===== src/rtl/stall_guard_pkg.sv =====
package stall_guard_pkg;

    typedef enum logic [1:0] {
        SG_RUN      = 2'd0,
        SG_HOLD_OFF = 2'd1,
        SG_RETRY_ON = 2'd2
    } sg_state_t;

endpackage


===== src/rtl/sg_tick_gen.sv =====
module sg_tick_gen #(
    parameter int TICK_DIV = 4
) (
    input  logic clk,
    input  logic rst_n,
    output logic tick
);
    localparam int CW = (TICK_DIV > 1) ? $clog2(TICK_DIV) : 1;
    localparam logic [CW-1:0] LAST = CW'(TICK_DIV - 1);

    logic [CW-1:0] cnt;

    always_ff @(posedge clk or negedge rst_n) begin
        if (!rst_n)
            cnt <= '0;
        else if (cnt == LAST)
            cnt <= '0;
        else
            cnt <= cnt + 1'b1;
    end

    assign tick = (cnt == LAST);

    generate
        if (TICK_DIV > 1) begin : g_spacing

            tick_spacing_chk: assert property (@(posedge clk) disable iff (!rst_n)
                tick |=> !tick);
        end
    endgenerate
endmodule


===== src/rtl/sg_edge_det.sv =====
module sg_edge_det (
    input  logic clk,
    input  logic rst_n,
    input  logic hall_in,
    output logic hall_edge
);
    logic hall_q;

    always_ff @(posedge clk or negedge rst_n) begin
        if (!rst_n)
            hall_q <= 1'b0;
        else
            hall_q <= hall_in;
    end

    assign hall_edge = hall_in ^ hall_q;
endmodule


===== src/rtl/sg_level.sv =====
module sg_level #(
    parameter int LVL_W    = 8,
    parameter int CHG_STEP = 14,
    parameter int DIS_STEP = 1,
    parameter int EDGE_Q   = 56,
    parameter int LVL_LO   = 28
) (
    input  logic             clk,
    input  logic             rst_n,
    input  logic             prot_en,
    input  logic             tick,
    input  logic             charging,
    input  logic             draining,
    input  logic             hall_edge,
    output logic [LVL_W-1:0] level
);
    localparam int SW = LVL_W + 2;
    localparam logic signed [SW-1:0] S_MAX = SW'((1 << LVL_W) - 1);
    localparam logic [LVL_W-1:0] LO_V = LVL_W'(LVL_LO);

    logic signed [SW-1:0] sum;
    logic [LVL_W-1:0]     level_nx;

    always_comb begin
        sum = $signed({2'b00, level});
        if (tick && charging)
            sum = sum + SW'(CHG_STEP);
        if (tick && draining)
            sum = sum - SW'(DIS_STEP);
        if (hall_edge)
            sum = sum - SW'(EDGE_Q);
        if (sum < 0)
            level_nx = '0;
        else if (sum > S_MAX)
            level_nx = S_MAX[LVL_W-1:0];
        else
            level_nx = sum[LVL_W-1:0];
    end

    always_ff @(posedge clk or negedge rst_n) begin
        if (!rst_n)
            level <= LO_V;
        else if (!prot_en)
            level <= LO_V;
        else
            level <= level_nx;
    end


    level_drain_chk: assert property (@(posedge clk) disable iff (!rst_n)
        (prot_en && draining && !hall_edge) |=> level <= $past(level));


    level_reload_chk: assert property (@(posedge clk) disable iff (!rst_n)
        !prot_en |=> level == LO_V);


    level_floor_chk: assert property (@(posedge clk) disable iff (!rst_n)
        (prot_en && charging && !hall_edge) |=> level >= $past(level));
endmodule


===== src/rtl/sg_fsm.sv =====
module sg_fsm
    import stall_guard_pkg::*;
#(
    parameter int LVL_W  = 8,
    parameter int LVL_LO = 28,
    parameter int LVL_HI = 84
) (
    input  logic             clk,
    input  logic             rst_n,
    input  logic             prot_en,
    input  logic             hall_edge,
    input  logic [LVL_W-1:0] level,
    output logic             charging,
    output logic             draining,
    output logic             drive_ok,
    output logic             stall_flag
);
    localparam logic [LVL_W-1:0] LO_V = LVL_W'(LVL_LO);
    localparam logic [LVL_W-1:0] HI_V = LVL_W'(LVL_HI);

    sg_state_t state, state_nx;

    always_ff @(posedge clk or negedge rst_n) begin
        if (!rst_n)
            state <= SG_RUN;
        else
            state <= state_nx;
    end

    always_comb begin
        state_nx = state;
        if (!prot_en) begin
            state_nx = SG_RUN;                      // DISABLE
        end else begin
            unique case (state)
                SG_RUN: begin
                    if (level >= HI_V)
                        state_nx = SG_HOLD_OFF;     // STALL
                end
                SG_HOLD_OFF: begin
                    if (hall_edge)
                        state_nx = SG_RUN;          // RELEASE
                    else if (level <= LO_V)
                        state_nx = SG_RETRY_ON;     // RETRY
                end
                SG_RETRY_ON: begin
                    if (hall_edge)
                        state_nx = SG_RUN;          // RELEASE
                    else if (level >= HI_V)
                        state_nx = SG_HOLD_OFF;     // BACKOFF
                end
                default: state_nx = SG_RUN;
            endcase
        end
    end

    always_comb begin
        charging   = 1'b1;
        draining   = 1'b0;
        drive_ok   = 1'b1;
        stall_flag = 1'b0;
        unique case (state)
            SG_RUN: ;
            SG_HOLD_OFF: begin
                charging   = 1'b0;
                draining   = 1'b1;
                drive_ok   = !prot_en;
                stall_flag = prot_en;
            end
            SG_RETRY_ON: begin
                stall_flag = prot_en;
            end
            default: ;
        endcase
    end


    stall_entry_chk: assert property (@(posedge clk) disable iff (!rst_n)
        $rose(stall_flag) |-> $past(level) >= HI_V);


    release_chk: assert property (@(posedge clk) disable iff (!rst_n)
        (prot_en && stall_flag && hall_edge) |=> !stall_flag && drive_ok);


    drive_block_chk: assert property (@(posedge clk) disable iff (!rst_n)
        $fell(drive_ok) |-> stall_flag);


    disable_chk: assert property (@(posedge clk) disable iff (!rst_n)
        !prot_en |-> drive_ok && !stall_flag);


    retry_entry_chk: assert property (@(posedge clk) disable iff (!rst_n)
        (prot_en && !$past(drive_ok) && drive_ok && stall_flag) |-> $past(level) <= LO_V);
endmodule


===== src/rtl/stall_guard.sv =====
module stall_guard #(
    parameter int LVL_W    = 8,
    parameter int TICK_DIV = 4,
    parameter int CHG_STEP = 14,
    parameter int DIS_STEP = 1,
    parameter int EDGE_Q   = 56,
    parameter int LVL_LO   = 28,
    parameter int LVL_HI   = 84
) (
    input  logic clk,
    input  logic rst_n,
    input  logic hall_in,
    input  logic prot_en,
    output logic drive_ok,
    output logic stall_flag
);
    logic             tick;
    logic             hall_edge;
    logic             charging;
    logic             draining;
    logic [LVL_W-1:0] level;

    sg_tick_gen #(.TICK_DIV(TICK_DIV)) u_tick (
        .clk  (clk),
        .rst_n(rst_n),
        .tick (tick)
    );

    sg_edge_det u_edge (
        .clk      (clk),
        .rst_n    (rst_n),
        .hall_in  (hall_in),
        .hall_edge(hall_edge)
    );

    sg_level #(
        .LVL_W   (LVL_W),
        .CHG_STEP(CHG_STEP),
        .DIS_STEP(DIS_STEP),
        .EDGE_Q  (EDGE_Q),
        .LVL_LO  (LVL_LO)
    ) u_level (
        .clk      (clk),
        .rst_n    (rst_n),
        .prot_en  (prot_en),
        .tick     (tick),
        .charging (charging),
        .draining (draining),
        .hall_edge(hall_edge),
        .level    (level)
    );

    sg_fsm #(
        .LVL_W (LVL_W),
        .LVL_LO(LVL_LO),
        .LVL_HI(LVL_HI)
    ) u_fsm (
        .clk       (clk),
        .rst_n     (rst_n),
        .prot_en   (prot_en),
        .hall_edge (hall_edge),
        .level     (level),
        .charging  (charging),
        .draining  (draining),
        .drive_ok  (drive_ok),
        .stall_flag(stall_flag)
    );


    reset_state_chk: assert property (@(posedge clk)
        !rst_n |-> drive_ok && !stall_flag);
endmodule


===== config.mk =====
export PLATFORM = sky130hd
export DESIGN_NAME = stall_guard
export DESIGN_NICKNAME = d
export VERILOG_FILES = /design/src/rtl/stall_guard_pkg.sv /design/src/rtl/sg_tick_gen.sv /design/src/rtl/sg_edge_det.sv /design/src/rtl/sg_level.sv /design/src/rtl/sg_fsm.sv /design/src/rtl/stall_guard.sv
export SDC_FILE = /design/constraint.sdc
export NUM_CORES = 1
export LEC_CHECK = 0
export BUFFER_PORTS_ARGS = -buffer_cell sky130_fd_sc_hd__buf_4
export CAP_MARGIN = 20
export CORE_MARGIN = 2
export CORE_UTILIZATION = 35
export DETAILED_ROUTE_END_ITERATION = 6
export GPL_TIMING_DRIVEN = 0
export PLACE_DENSITY = 0.5
export SYNTH_ARGS = -nofsm -noshare
export SYNTH_HDL_FRONTEND = slang
export SYNTH_SLANG_ARGS = --single-unit

===== constraint.sdc =====
create_clock -name clk -period 5.4 [get_ports clk]
set_input_delay 0.54 -clock clk [delete_from_list [all_inputs] [get_ports clk]]
set_output_delay 0.54 -clock clk [all_outputs]
set_load 0.01 [all_outputs]

### Yosys cells after proc, flatten, opt, wreduce, memory -nomap -nowiden

Index checks and enable logic that the tools add are counted.

| storage, ports and cells | value |
|---|---|
| output and inout bits | 2 |
| register bits | 13 |

| cells by class | value |
|---|---|
| magnitude comparators | 4 |
| bitwise logic cells | 1 |
| add/subtract/negate cells | 4 |
| equality and inequality tests | 4 |
| reductions and logical operators | 5 |
| multiplexer cells | 17 |

Operator list:

| operator | number |
|---|---|
| $mux W10 | 3 |
| $mux W8 | 3 |
| $mux W2 | 6 |
| $gt A10 B9 Y1 const B | 1 |
| $lt A10 B1 Y1 const B | 1 |
| $sub A10 B2 Y10 const B | 1 |
| $sub A10 B7 Y10 const B | 1 |
| $add A8 B4 Y9 const B | 1 |
| $ge A8 B7 Y1 const B | 1 |
| $le A8 B5 Y1 const B | 1 |
| $pmux W2 S3 | 1 |
| $eq A2 B2 Y1 const B | 2 |
| $mux W1 | 4 |
| $ne A4 B3 Y1 const B | 1 |
| $add A2 B1 Y2 const B | 1 |
| $eq A2 B1 Y1 const B | 1 |
| $logic_and A1 B1 Y1 | 2 |
| $logic_not A2 Y1 | 1 |
| $reduce_or A2 Y1 | 1 |
| $logic_not A1 Y1 | 1 |
| $xor A1 B1 Y1 | 1 |

### Logic depth before layout (Yosys ltp)

Gate-level depths: netlist of run 1.

| logic depth | value |
|---|---|
| depth in word-level cells | 12 |
| gate-level depth with buffers | 14 |

### Modules after synthesis

Synthesis of run 1 repeated with hierarchy kept, for this count alone.

| second synthesis, totals | value |
|---|---|
| cell total of the unflattened synthesis | 138 |
| area, all modules | 1255.0 µm² |

Modules (own cells, without submodules):

| module | seq. area each (µm²) | area an instance (µm²) | cells an instance | instances |
|---|---|---|---|---|
| sg_level | 203.9 | 910.9 | 105 | 1 |
| sg_fsm | 50.0 | 244.0 | 27 | 1 |
| sg_tick_gen | 50.0 | 66.3 | 4 | 1 |
| sg_edge_det | 25.0 | 33.8 | 2 | 1 |

### Worst setup path before layout of run 1

Ideal clock, no wire load.

| timing | value |
|---|---|
| kind | flip-flop to flip-flop |
| start point | register u_fsm.state[1] |
| end point | register u_level.level[2] |
| cell stages (with the launch flop) | 15 |
| setup slack | 2.579 ns |
| data required time | 5.307 ns |
| arrival | 2.728 ns |
| library setup time | 0.093 ns |
| period minus slack after synthesis | 2.821 ns |
| cell sequence | dfrtp_1 inv_1 ha_1 buf_2 nand2b_1 xnor2_1 ha_1 nand2_1 o32a_1 xnor2_2 ha_1 a21o_1 a211o_1 a21boi_2 a31oi_1 |

| between the ends | value |
|---|---|
| cells in the longest elaborated chain, start to end | 12 |
| elaborated cells between the ends (all ways) | 15 |

RTL lines:

| element | line | RTL |
|---|---|---|
| from (decl) | sg_fsm.sv:21 | `sg_state_t state, state_nx;` |
| from (signal assigned) | sg_fsm.sv:27 | `state <= state_nx;` |
| $eq A2 B1 Y1 * | sg_fsm.sv:62 | `unique case (state)` |
| $mux W1 | sg_fsm.sv:62 |  |
| $logic_and A1 B1 Y1 | sg_level.sv:26 | `if (tick && charging)` |
| $mux W10 | sg_level.sv:26 |  |
| $sub A10 B2 Y10 | sg_level.sv:29 | `sum = sum - SW'(DIS_STEP);` |
| $mux W10 * | sg_level.sv:28 | `if (tick && draining)` |
| $sub A10 B7 Y10 | sg_level.sv:31 | `sum = sum - SW'(EDGE_Q);` |
| $mux W10 * | sg_level.sv:30 | `if (hall_edge)` |
| $gt A10 B9 Y1 | sg_level.sv:34 | `else if (sum > S_MAX)` |
| $mux W8 | sg_level.sv:34 |  |
| $mux W8 * | sg_level.sv:32 | `if (sum < 0)` |
| $mux W8 * | sg_level.sv:43 | `else if (!prot_en)` |
| to (signal assigned) | sg_level.sv:46 | `level <= level_nx;` |
| to (decl) | sg_level.sv:15 | `output logic [LVL_W-1:0] level` |

Mark *: on every way between the ends. The rest lies on a longest branch, timed or not.
A chain may end at the register's enable or synchronous reset.

### Worst setup path in the final report of run 1

Ends and elaborated chain as after synthesis.

==> metrics.md, run 1 <==
| Metric | Value |
|---|---|
| Global Route met2 Usage | `26.3%` |
| Synth Warn # | `0` |
| Share of cells above drive strength 1 | `21.0%` |
| DR pass1 iterations | `5` |
| Post-cts sizing count | `0` |
| Initial Util | `37.3%` |
| Vias in the first global route | `935` |
| Fillers | `between 300 and 400` |
| Post-layout nets | `between 150 and 200` |
| CTS Buf Count | `3` |
| Avg WL per Cell | `13.4 um` |
| Slew headroom | `68.1%` |
| Post-synth design cell area | `between 1000 and 1500 um2` |
| Measured slew at the worst slew-check pin | `0.476 ns` |
| WL final | `2430 um` |
| Crit path kind | `register to register` |
| Area growth syn-to-layout | `10.4%` |
| GRT Util Overall | `15.1%` |
| Avg Vias per Cell | `5.17` |
| Max Slew Vio Count | `0` |
| Power Density | `412 nW/um2` |
| Num Clock Sinks | `13` |
| Root buf cell | `clkbuf_4` |
| CP Launch Point | `u_fsm.state[1]` |
| FF-to-FF End | `u_level.level[2]` |
| Synth Area per Inst | `around 9 um2` |
| Fin crit period | `3.21 ns` |
| Number of buffers added on ports | `5` |
| Final clock skew | `about 0.0026 ns` |
| Initial antenna violation count | `0` |
| R2r worst-path depth | `14` |
| Startpoint types | `register` |
| Seq/Total Area, Yosys | `28.4%` |
| Initial DRC count | `13` |
| Largest net degree at the start of global routing | `14` |
| Post-DP HPWL | `1990 um` |
| Flops & latches, synth | `13` |
| DRC errors left | `0` |
| Number of flops mapped to enable cells by yosys | `0` |
| Worst setup endpoint | `u_level.level[2]` |
| Post-route setup slack | `2.19 ns` |
| CTS tree | `yes` |
| Met1 usage | `a little under a fifth` |
| R2r setup slk | `approximately 2.2 ns` |
| Most frequent cells in the layout | `nand2_1, dfrtp_1, xnor2_1, a21oi_1` |
| First-pass GRT wire length | `roughly 4200 um` |
| Chip Height | `61.5 um` |
| Total grt overflow | `0` |
| Rows | `20` |
| Worst VDD drop | `221 uV` |
| H-tree levels | `1` |
| Worst hold path type | `input port to asynchronous set/reset pin` |
| Clock Latency Late Sink | `0.27 ns` |
| Final period util | `59.5%` |
| IO Count | `6` |
| Max-Cap Viols | `0` |
| Status | `finished, final reports clean` |
| CTS clk-pin slew, worst paths | `0.08 ns` |
| Most used routing layer | `met2` |
| Vias | `between 900 and 1000` |
| Finish-stage setup viols | `0` |
| Ys async rst share | `between 90% and 100%` |
| CP arrival | `~3.4 ns` |
| CP Capture Type | `register` |
| Post-synth net total | `141` |
| Setup TNS | `0 ns` |
| Ys flop type | `dfrtp_1` |
| Number of antenna repair diodes | `0` |
| Fmax achieved | `around 310 MHz` |
| Final Hold Violating Endpoints | `0` |
| Pre-CTS WS | `2.21 ns` |
| Power Total | `0.526 mW` |
| Leak Pwr | `about 0.52 nW` |
| Post-Synthesis Cells | `around 130` |
| RSZ-0062 raised after global routing | `false` |
| Die Footprint | `3780 um2` |
| Max Root-Sink Buffers | `2` |
| CTS Hold Bufs | `0` |
| Chip Width | `61.5 um` |
| Yosys cell types | `52` |
| GP Congestion | `0.774` |
| Critical path peak fanout | `10` |
| GRT met3 Usage | `1.26%` |
| Core area | `3100 um2` |
| RR Startpoint | `u_fsm.state[1]` |
| Critical path required time | `5.59 ns` |
| Post-route antenna net violation count | `0` |
| Post-CTS Setup Inserts | `0` |
-- stage by stage --
step                instance area (um2)  hold WS (ns)  instances  util [%]
floorplan                          1160         0.244        129         -
global placement                   1250         0.390        178      40.3
detailed placement                 1250         0.393        178      40.3
CTS                                1280        0.0889        182      41.2
global route                       1280        0.0732        182      41.2
finish                             1280        0.0907        182      41.2
-- final cells by class --
type | instances | area (um2) | share of cell area (%)
well taps | 44 | 55.1 | 4.31
repair buffers | 5 | 37.5 | 2.94
multi-input cells | 103 | 767 | 60.0
clock buffers | 3 | 22.5 | 1.76
inverters | 8 | 30.0 | 2.35
clock inverters | 1 | 5.00 | 0.392
flip-flops and latches | 13 | 329 | 25.8
plain buffers | 5 | 31.3 | 2.45
-- flip-flops by register name, indices dropped and copies added, names as in the netlist --
register and count:
u_edge.hall_q 1, u_fsm.state 2, u_level.level 8, u_tick.cnt 2
-- kinds of logic after synthesis --
group | share of synthesized area [%]
AO/OA/AOI/OAI | 20.8
multiplexers | 1.84
buffers and inverters | 5.30
XOR/XNOR | 11.1
flip-flops | 28.4
adder cells (fa/ha/maj) | 8.65
AND/OR/NAND/NOR | 23.9
-- metal layers --
metal  wire, um  up-vias  part of all wire [%]
met3         32        5                   1.3
met2       1190       11                    49
li1           -      482                     -
met4         41        0                   1.7
met1       1170      443                    48
met5          0        -                     0
-- cell usage after synthesis, types with 2 or more instances --
library cell / n / area [um2]
xnor2_1: 9 / 78.8
a21oi_1: 9 / 45.0
xor2_1: 2 / 17.5
o21ai_0: 4 / 20.0
nor2b_1: 2 / 12.5
dfrtp_1: 10 / 250
a31oi_2: 2 / 25.0
a31oi_1: 2 / 12.5
nand2_1: 10 / 37.5
buf_4: 3 / 22.5
o211ai_1: 2 / 15.0
inv_1: 8 / 30.0
nand3b_1: 2 / 15.0
dfstp_2: 3 / 78.8
nand3_1: 3 / 15.0
nor2_1: 7 / 26.3
ha_1: 8 / 100
o21ai_1: 2 / 10.0
or3_1: 3 / 18.8
nor3_1: 5 / 25.0
nand2b_1: 2 / 12.5
-- how the worst min path moves through the flow --
stage,startpoint,to,slack [ns],depth (start not counted)
after global routing,rst_n,u_tick.cnt[0],0.07,1
after detailed placement,rst_n,u_level.level[0],0.39,1
after global placement,rst_n,u_tick.cnt[0],0.39,1
final,rst_n,u_tick.cnt[1],0.09,1
after CTS,rst_n,u_tick.cnt[0],0.09,1
after floorplan,rst_n,u_edge.hall_q,0.24,0
-- critical path, cell delays in order, from the launching register on --
cell      delay [ns]
dfrtp_1         0.41
inv_1           0.11
ha_1            0.20
buf_2           0.22
nand2b_1        0.18
xnor2_1         0.15
ha_1            0.29
nand2_1         0.10
o32a_1          0.32
xnor2_2         0.16
ha_1            0.22
a21o_1          0.19
a211o_1         0.27
a21boi_2        0.23
a31oi_1         0.07
-- where the power goes --
| part | switching [mW] | internal (mW) | leakage (nW) |
|---|---|---|---|
| Combinational | 0.177 | 0.132 | 0.346 |
| Clock | 0.0308 | 0.0274 | 0.0177 |
| Sequential | 0.0270 | 0.132 | 0.160 |
| Total | 0.235 | 0.291 | 0.524 |
No activity file was read; power rests on OpenSTA's default activity.
==> run 2, diff against run 1 <==
==> constraint.sdc (replaced) <==
create_clock -name clk -period 3.2 [get_ports clk]
set_input_delay 0.32 -clock clk [delete_from_list [all_inputs] [get_ports clk]]
set_output_delay 0.32 -clock clk [all_outputs]
set_load 0.01 [all_outputs]
==> metrics.md, run 2 (same netlist as run 1, synthesis figures left out) <==
| Metric | Value |
|---|---|
| Leak Pwr | `0.544 nW (was 0.524 nW)` |
| CP Capture Type | `register (unchanged)` |
| Post-route antenna net violation count | `0 (unchanged)` |
| Max Root-Sink Buffers | `2 (unchanged)` |
| Post-route setup slack | `0.166 ns (was 2.19 ns)` |
| Sequential power share | `29.2% (was 30.2%)` |
| Area growth syn-to-layout | `14.3% (was 10.4%)` |
| First-pass GRT wire length | `4170 um (was 4160 um)` |
| Total grt overflow | `0 (unchanged)` |
| Critical path required time | `3.39 ns (was 5.59 ns)` |
| Avg WL per Cell | `13.5 um (was 13.4 um)` |
| Vias in the first global route | `941 (was 935)` |
| Vias | `958 (was 941)` |
| H-tree levels | `1 (unchanged)` |
| Finish-stage setup viols | `0 (unchanged)` |
| Number of antenna repair diodes | `0 (unchanged)` |
| Power Density | `698 nW/um2 (was 412 nW/um2)` |
| Final period util | `94.8% (was 59.5%)` |
| Max-Cap Viols | `0 (unchanged)` |
| Total net switching power | `0.407 mW (was 0.235 mW)` |
| Placed Cells incl. Taps | `178 (unchanged)` |
| Most frequent cells in the layout | `buf_4, nand2_1, dfrtp_1 (was nand2_1, dfrtp_1, xnor2_1, a21oi_1)` |
| WL final | `2490 um (was 2430 um)` |
| Fin cells | `185 (was 182)` |
| Chip Width | `61.5 um (unchanged)` |
| Chip Height | `61.5 um (unchanged)` |
| Final clock skew | `0.00297 ns (was 0.00257 ns)` |
| GRT Util Overall | `15.1% (unchanged)` |
| Die Footprint | `3780 um2 (unchanged)` |
| Core area | `3100 um2 (unchanged)` |
| RSZ-0062 raised after global routing | `false (unchanged)` |
| CP arrival | `3.22 ns (was 3.40 ns)` |
| Reg with most FFs | `u_level.level (unchanged)` |
| Root buf cell | `clkbuf_4 (unchanged)` |
| Critical path peak fanout | `10 (unchanged)` |
| DR pass1 iterations | `4 (was 5)` |
| CTS Buf Count | `3 (unchanged)` |
| Pint | `0.516 mW (was 0.291 mW)` |
| Final Hold Violating Endpoints | `0 (unchanged)` |
| Max reg flops | `8 (unchanged)` |
| Share of cells above drive strength 1 | `24.1% (was 21.0%)` |
| Largest net degree at the start of global routing | `14 (unchanged)` |
| Measured slew at the worst slew-check pin | `0.475 ns (was 0.476 ns)` |
| Initial antenna violation count | `0 (unchanged)` |
| GP Congestion | `0.774 (unchanged)` |
| Initial DRC count | `18 (was 13)` |
| Largest regs | `u_level.level (8), u_fsm.state (2), u_tick.cnt (2) (unchanged)` |
| Rows | `20 (unchanged)` |
| Initial Util | `37.3% (unchanged)` |
| Post-DP HPWL | `1990 um (unchanged)` |
| Sw frac | `44.1% (was 44.7%)` |
| Status | `finished, final reports clean (unchanged)` |
| Worst hold margin | `0.176 ns (was 0.0907 ns)` |
| Max Slew Vio Count | `0 (unchanged)` |
| CTS tree | `yes (unchanged)` |
| Power share of the clock group | `10.7% (was 11.1%)` |
| Pre-CTS WS | `0.0107 ns (was 2.21 ns)` |
| IO Count | `6 (unchanged)` |
| Logic pwr share | `60.2% (was 58.8%)` |
| Clock Latency Late Sink | `0.27 ns (about the same)` |
| Crit path kind | `register to register (unchanged)` |
| Startpoint types | `register (unchanged)` |
| Avg Vias per Cell | `5.18 (was 5.17)` |
| Worst VDD drop | `385 uV (was 221 uV)` |
| DRC errors left | `0 (unchanged)` |
| Fin crit period | `3.03 ns (was 3.21 ns)` |
| Slew headroom | `68.1% (about the same)` |
| Fmax achieved | `330 MHz (was 311 MHz)` |
| Worst hold path type | `input port to register (was input port to asynchronous set/reset pin)` |
| CTS clk-pin slew, worst paths | `0.08 ns (about the same)` |
| Number of buffers added on ports | `5 (unchanged)` |
| Post-layout nets | `154 (was 151)` |
| Num Clock Sinks | `13 (unchanged)` |
==> run 2: layout make-up <==
cell class	count	area [um2]
tap	44	55.1
clock buffer	3	22.5
inverter	8	30.0
buffer	5	33.8
sequential	13	329
timing repair buffer	8	62.6
multi-input combinational	103	785
fill	352	1780
clock inverter	1	5.00
==> run 2: power groups by stage <==
stage	sequential [mW]	clock, mW	combinational (mW)
final	0.269	0.0985	0.555
after global routing	0.276	0.114	0.620
after CTS	0.269	0.102	0.528
after detailed placement	0.272	0	0.521
after global placement	0.272	0	0.520
after floorplan	0.258	0	0.412
==> run 2: worst paths after layout <==
kind | from | to | slack [ns] | depth (start not counted)
max in group asynchronous | rst_n | u_level.level[4] | 2.55 | 2
hold / removal | hall_in | u_edge.hall_q | 0.18 | 1
hold reg to reg | u_tick.cnt[0] | u_tick.cnt[0] | 0.43 | 1
min in group asynchronous | rst_n | u_tick.cnt[1] | 0.42 | 2
setup reg to reg | u_fsm.state[1] | u_level.level[2] | 0.17 | 14
setup / recovery | u_fsm.state[1] | u_level.level[2] | 0.17 | 14
==> run 2: layer usage <==
metal | global-route usage (%) | up-vias | share of wire (%)
li1 | - | 488 | -
met1 | 19.1 | 453 | 47
met2 | 26.3 | 12 | 50
met3 | 1.26 | 5 | 1.4
met4 | 6.38 | 0 | 1.6
met5 | 0 | - | 0
==> run 2: through the flow <==
stage	area (um2)	TNS (ns)	utilization, %	power (mW)
floorplan	1160	0	-	0.670
global placement	1250	-0.00316	40.3	0.791
detailed placement	1250	0	40.3	0.793
CTS	1290	0	41.6	0.899
global route	1320	0	42.6	1.01
finish	1320	0	42.6	0.923
==> run 2: worst max-delay path, cell delays in order (launching register included) <==
cell and delay [ns]:
dfrtp_1 0.41, inv_1 0.11, ha_1 0.20, clkbuf_4 0.21, nand2b_4 0.16, xnor2_2 0.12, ha_2 0.20, nand2_1 0.07
o32a_1 0.32, xnor2_2 0.16, ha_1 0.22, a21o_1 0.19, a211o_1 0.27, a21boi_2 0.24, a31oi_1 0.07
==> run 2: timing repair <==
item / CTS / global route
endpoints found under the setup margin: 2 / 8
pin swaps: 0 / 2
endpoints found under the hold margin: 10 / 0
hold buffers: 1 / 0
gates resized for setup: 1 / 3
setup buffers: 0 / 2
